==> src/rtl/flash_pwr_pkg.sv <==
package flash_pwr_pkg;

  typedef enum logic [1:0] {
    PM_SLEEP = 2'b00,
    PM_STBY  = 2'b01,
    PM_RSVD  = 2'b10,
    PM_ACT   = 2'b11
  } pwr_mode_e;

  localparam int REG_W     = 16;
  localparam int BIT_SBUSY = 2;
  localparam int BIT_ABUSY = 3;
  localparam int BIT_FAULT = 8;

endpackage

==> src/rtl/pwr_rst_sync.sv <==
module pwr_rst_sync #(
  parameter int STAGES = 2
) (
  input  logic clk,
  input  logic rst_n,
  output logic rst_sync_n
);

  logic [STAGES-1:0] sync_q;

  always_ff @(posedge clk or negedge rst_n) begin
    if (!rst_n) sync_q <= '0;
    else        sync_q <= {sync_q[STAGES-2:0], 1'b1};
  end

  assign rst_sync_n = sync_q[STAGES-1];

endmodule

==> src/rtl/pwr_wait_ctr.sv <==
module pwr_wait_ctr #(
  parameter int WAIT_W = 8
) (
  input  logic              clk,
  input  logic              rst_n,
  input  logic              start,
  input  logic [WAIT_W-1:0] load,
  output logic              busy,
  output logic              done
);

  logic [WAIT_W-1:0] cnt_q, cnt_d;
  logic              busy_q, busy_d;
  logic              cnt_en;

  always_comb begin
    cnt_d  = cnt_q;
    busy_d = busy_q;
    if (start) begin
      cnt_d  = load;
      busy_d = 1'b1;
    end else if (busy_q) begin
      if (cnt_q == '0) busy_d = 1'b0;
      else             cnt_d  = cnt_q - 1'b1;
    end
  end

  assign cnt_en = start | busy_q;

  always_ff @(posedge clk or negedge rst_n) begin
    if (!rst_n) begin
      cnt_q  <= '0;
      busy_q <= 1'b0;
    end else if (cnt_en) begin
      cnt_q  <= cnt_d;
      busy_q <= busy_d;
    end
  end

  assign busy = busy_q;
  assign done = busy_q && (cnt_q == '0);

endmodule

==> src/rtl/pwr_mode_fsm.sv <==
module pwr_mode_fsm
  import flash_pwr_pkg::*;
(
  input  logic       clk,
  input  logic       rst_n,
  input  logic [1:0] req,
  input  logic       sby_busy,
  input  logic       sby_done,
  input  logic       act_busy,
  input  logic       act_done,
  output logic       sby_start,
  output logic       act_start,
  output pwr_mode_e  mode
);

  pwr_mode_e mode_q, mode_d;
  pwr_mode_e req_e;
  logic      idle;

  assign req_e = pwr_mode_e'(req);
  assign idle  = !sby_busy && !act_busy;

  always_comb begin
    mode_d    = mode_q;
    sby_start = 1'b0;
    act_start = 1'b0;
    if (sby_done) begin
      mode_d = PM_STBY;
      if (req_e == PM_ACT) act_start = 1'b1;
    end else if (act_done) begin
      mode_d = PM_ACT;
    end else if (idle) begin
      unique case (mode_q)
        PM_SLEEP: if (req_e == PM_STBY || req_e == PM_ACT) sby_start = 1'b1;
        PM_STBY: begin
          if (req_e == PM_ACT)        act_start = 1'b1;
          else if (req_e == PM_SLEEP) mode_d    = PM_SLEEP;
        end
        PM_ACT:  if (req_e == PM_STBY || req_e == PM_SLEEP) mode_d = req_e;
        default: mode_d = PM_SLEEP;
      endcase
    end
  end

  always_ff @(posedge clk or negedge rst_n) begin
    if (!rst_n) mode_q <= PM_SLEEP;
    else        mode_q <= mode_d;
  end

  assign mode = mode_q;

endmodule

==> src/rtl/flash_pwr_seq.sv <==
module flash_pwr_seq
  import flash_pwr_pkg::*;
#(
  parameter int WAIT_W = 8
) (
  input  logic              clk,
  input  logic              rst_n,
  input  logic [1:0]        req_mode,
  input  logic [WAIT_W-1:0] sby_wait,
  input  logic [WAIT_W-1:0] act_wait,
  input  logic              supply_bad,
  input  logic              wr_en,
  input  logic [REG_W-1:0]  wr_data,
  output logic [REG_W-1:0]  rd_data
);

  logic      rst_sync_n;
  logic      sby_start, sby_busy, sby_done;
  logic      act_start, act_busy, act_done;
  pwr_mode_e mode;
  logic      fault_q, fault_d, fault_clr;

  pwr_rst_sync #(.STAGES(2)) u_rst (
    .clk        (clk),
    .rst_n      (rst_n),
    .rst_sync_n (rst_sync_n)
  );

  pwr_wait_ctr #(.WAIT_W(WAIT_W)) u_sby_ctr (
    .clk   (clk),
    .rst_n (rst_sync_n),
    .start (sby_start),
    .load  (sby_wait),
    .busy  (sby_busy),
    .done  (sby_done)
  );

  pwr_wait_ctr #(.WAIT_W(WAIT_W)) u_act_ctr (
    .clk   (clk),
    .rst_n (rst_sync_n),
    .start (act_start),
    .load  (act_wait),
    .busy  (act_busy),
    .done  (act_done)
  );

  pwr_mode_fsm u_fsm (
    .clk       (clk),
    .rst_n     (rst_sync_n),
    .req       (req_mode),
    .sby_busy  (sby_busy),
    .sby_done  (sby_done),
    .act_busy  (act_busy),
    .act_done  (act_done),
    .sby_start (sby_start),
    .act_start (act_start),
    .mode      (mode)
  );

  // Sticky supply fault: a set on the same clock as a clear takes precedence.
  assign fault_clr = wr_en && wr_data[BIT_FAULT];
  assign fault_d   = supply_bad || (fault_q && !fault_clr);

  always_ff @(posedge clk or negedge rst_sync_n) begin
    if (!rst_sync_n) fault_q <= 1'b0;
    else             fault_q <= fault_d;
  end

  always_comb begin
    rd_data            = '0;
    rd_data[1:0]       = mode;
    rd_data[BIT_SBUSY] = sby_busy;
    rd_data[BIT_ABUSY] = act_busy;
    rd_data[BIT_FAULT] = fault_q;
  end

endmodule

==> config.mk <==
export PLATFORM = sky130hd
export DESIGN_NAME = flash_pwr_seq
export DESIGN_NICKNAME = d
export VERILOG_FILES = /design/src/rtl/flash_pwr_pkg.sv /design/src/rtl/pwr_rst_sync.sv /design/src/rtl/pwr_wait_ctr.sv /design/src/rtl/pwr_mode_fsm.sv /design/src/rtl/flash_pwr_seq.sv
export SDC_FILE = /design/constraint.sdc
export NUM_CORES = 1
export LEC_CHECK = 0
export ABC_AREA = 1
export BUFFER_PORTS_ARGS = -buffer_cell sky130_fd_sc_hd__buf_2
export CORE_MARGIN = 5
export CORE_UTILIZATION = 40
export DETAILED_ROUTE_END_ITERATION = 8
export PLACE_DENSITY = 0.66
export REMOVE_ABC_BUFFERS = 1
export SYNTH_ARGS = -nofsm -noshare
export SYNTH_HDL_FRONTEND = slang
export SYNTH_HIERARCHICAL = 1
export SYNTH_SLANG_ARGS = --single-unit
==> constraint.sdc <==
create_clock -name clk -period 2 [get_ports clk]
set_clock_uncertainty 0.1 [all_clocks]
set_input_delay 0.2 -clock clk [delete_from_list [all_inputs] [get_ports clk]]
set_output_delay 0.2 -clock clk [all_outputs]
set_load 0.005 [all_outputs]
==> out/results.txt <==
The run finished with clean final reports. At the end of routability-driven placement, the weighted congestion stood at 0.821. Met3 demand-to-capacity share in global routing: 2.84%. The sort of element at the end of the critical path was a register. For this run, the share of the core covered by cells in the final layout is 56.2%. Counting tap cells, the placed design contains a total of 351 instances. STA classifies the critical path startpoint as a register. The tools report the worst endpoint data arrival time as 2.00 ns.

In this run the remaining antenna-violating nets after routing total 0. Summed over all layers, the global routing overflow is 0. Clock-pin slew was measured on the worst setup and hold paths at 0.09 ns. The floorplan step defined a die boundary enclosing 5530 sq um. The count of placed standard cells in the final layout, fillers left out was 360; the vertical extent of the die was 74.4 microns. The number of cells on the worst hold path works out to 3. The detailed router placed 1693 vias in this run.

For the worst hold margin, the log shows 0.0194 ns. For this run, the number of Yosys warnings is 6. In this run, the number of DRC markers left after iteration 0 of detailed routing was 107.

The logs give 0 for the number of setup violations in the final report and 0 for the antenna diode count. 54 I/O pins were placed. The latest clock arrival within the worst-skew pair came out at 0.26 ns. Summed over all cells, the static leakage comes to 1.19 nW.

met2 is the most crowded layer. The highest net fanout along the worst path is 5. The floorplan step set the die width to 74.4 microns.

Final net count: 353. The initial antenna violation count is 0, and the met1 track demand over resource is 21.0%. The longest clock path from root to sink contains 2 buffers.

For the initial cell density of the core, the log shows 41.4%. The reg-to-reg setup timing slack came out at 0.06 ns. Fill cells in the final layout number 395.

The port buffer count is 27, and the post-place setup slack is -0.181 ns. The number of levels the H-tree was split into is 1, and the post-detailed-placement half-perimeter wirelength is 2.93 mm. The maximum vdd ir drop came out at 0.627 mV. After synthesis, the mean cell area works out to 6.73 sq um. The post-synthesis instance area is 1660 sq um. Setup repair after global routing could not meet its margin everywhere. The run gives 23 as the number of standard-cell rows in the floorplan.

The tools report the number of failing hold endpoints at the final stage as 0. By startpoint and endpoint, the worst setup path is classified as register to register. The core region is 4000 sq um. In this run the worst hold path is classified as input pin to register. The wire length reported by the detailed router is 3.89 mm. After layout, the design draws a total of 3.20 mW. Counting every instance in the synthesized netlist gives 246.

The tool flagged a number of max-cap violations equal to 0. In this run, CTS created clock tree buffers numbering 3. Setup slack closes at 0.0618 ns.

For this run, design rule violations remaining after detail routing come to 0. The worst path uses 96.9% of the clock period. The most common cell after layout, fill and taps aside is nand2_1. The tools report the data required time of the critical path as 2.06 ns. The worst hold path begins at supply_bad. The worst path in the final design needs a cycle of 1.94 ns, including I/O delays and setup. The endpoint identified for the worst register-to-register timing path is u_act_ctr/cnt_q[3]. In the layout the commonest cells are nand2_1 (82), buf_4 (35), buf_2 (28), nand3_1 (28), dfrtp_1 (23). The maximum clock rate is 0.516 GHz, and the power density of the placed cells is 1420 nW/um^2. The tools report the via count of the first global-routing pass as 1631.

Post-synthesis sequential area ratio: 34.7%. In the final routed layout, each cell accounts on average for 10.8 microns. The root buffer cell is clkbuf_8. The logs give 0 for the number of pins with negative max-slew slack in the final report and 23 for the clock net sink count.

TritonCTS built the clock tree. Destination of the worst hold path: fault_q. The maximum number of pins on one net before global-route repair was 15. The area growth from synthesis to layout was 35.7%. Yosys mapped the design onto 23 distinct sky130hd cell types.

The fraction of met2 tracks used by global routing was 25.6%; the total routing resource utilization after global routing was 15.5%. Wire length of the first global-routing pass: 6.89 mm. Counting cells, the worst reg-to-reg path comes to 15.

Synthesis inferred 23 register bits. The fraction of layout cells with a size suffix above 1 was 33.5%; the detailed-router iteration count before antenna repair was 4. The worst register-to-register path begins at u_act_ctr/cnt_q[0]. In the routed layout, each cell is associated on average with a via count of 4.70.
## logic make-up (layout without fill, tap and decap cells)
group,after synthesis,in the layout,synth area share [%]
simple gates,154,155,41.0
buf+inv,45,98,13.5
flops,23,23,34.7
compound gates,16,16,6.19
fa+ha+maj,4,4,3.02
other cells,2,12,0.453
xor+xnor,2,2,1.06
## registers in the layout (all words and copies together) (netlist names)
| name | cells |
|---|---|
| u_act_ctr/cnt_q | 8 |
| u_sby_ctr/busy | 1 |
| u_rst/sync_q | 2 |
| fault_q | 1 |
| u_fsm/mode | 2 |
| u_sby_ctr/cnt_q | 8 |
| u_act_ctr/busy | 1 |
## final cells by class
class,instances,area (sq um),share of cell area [%]
Timing Repair Buffer,65,424,18.9
Inverter,29,114,5.06
Tap cell,50,62.6,2.78
Clock inverter,1,7.51,0.334
Multi-Input combinational cell,189,1020,45.5
Clock buffer,3,41.3,1.84
Sequential cell,23,576,25.6
## cells in the mapped netlist
cell type | count | area (sq um)
clkinv_2 | 2 | 10.0
inv_1 | 24 | 90.1
o21ai_4 | 2 | 32.5
o21ai_0 | 8 | 40.0
nor2_1 | 19 | 71.3
nor3_1 | 3 | 15.0
conb_1 | 2 | 7.51
o21ai_1 | 4 | 20.0
nand4_1 | 4 | 25.0
nand3_1 | 32 | 160
clkbuf_1 | 2 | 7.51
xnor2_1 | 2 | 17.5
a21oi_1 | 2 | 10.0
nand2_1 | 85 | 319
nor2_4 | 2 | 22.5
ha_1 | 4 | 50.1
inv_2 | 1 | 3.75
nand2_2 | 5 | 31.3
buf_4 | 14 | 105
dfrtp_1 | 23 | 576
nand2_4 | 2 | 22.5
clkinv_1 | 2 | 7.51
nor2_2 | 2 | 12.5
## per-layer routing
metal	wire (microns)	up-vias
met3	233	2
met4	36	0
met2	1860	43
li1	-	874
met1	1760	774
met5	0	-
## worst max-delay path by stage
stage | startpoint | to | slack, ns | cells past startpoint
detailed placement | u_sby_ctr/cnt_q[0] | u_act_ctr/cnt_q[4] | -0.18 | 16
floorplan | u_sby_ctr/cnt_q[0] | u_act_ctr/cnt_q[3] | -0.75 | 11
global placement | u_sby_ctr/cnt_q[0] | u_act_ctr/cnt_q[2] | -0.14 | 16
finish | u_act_ctr/cnt_q[0] | u_act_ctr/cnt_q[3] | 0.06 | 15
global route | u_act_ctr/cnt_q[0] | u_act_ctr/cnt_q[3] | -0.08 | 15
CTS | u_act_ctr/cnt_q[0] | u_act_ctr/cnt_q[3] | 0.00009 | 15
## where the power goes
group	switching (mW)	internal [mW]	total, mW
Sequential	0.124	0.653	0.776
Clock	0.157	0.141	0.298
Combinational	1.17	0.954	2.12
Total	1.45	1.75	3.20
## through the flow
stage	TNS [ns]	instance area, sq um
global route	-0.508	2250
floorplan	-12.01	1580
CTS	0	2170
finish	0	2250
detailed placement	-1.34	2030
global placement	-0.862	2030
## critical path, cell delays in order (launching register included)
cell and delay [ns]:
dfrtp_1 0.37, inv_2 0.06, ha_4 0.16, nand2_4 0.07
nor3_4 0.05, nor2_4 0.15, inv_2 0.06, nor2_4 0.09
nand3_2 0.09, a21oi_4 0.16, clkinv_2 0.09, buf_6 0.15
nand3_2 0.07, nand2_1 0.06, nand2_1 0.05, nand2_1 0.05
## timing repair
item                                   4_1_cts  5_1_grt
resized for setup                           13       17
pin swaps                                    7       11
buffers inserted                             3        0
hold buffers                                 1        0
setup endpoints to repair                   14       14
cloned                                       2        0
endpoints found under the hold margin        2        0
Power figures use the tool's default switching activity.
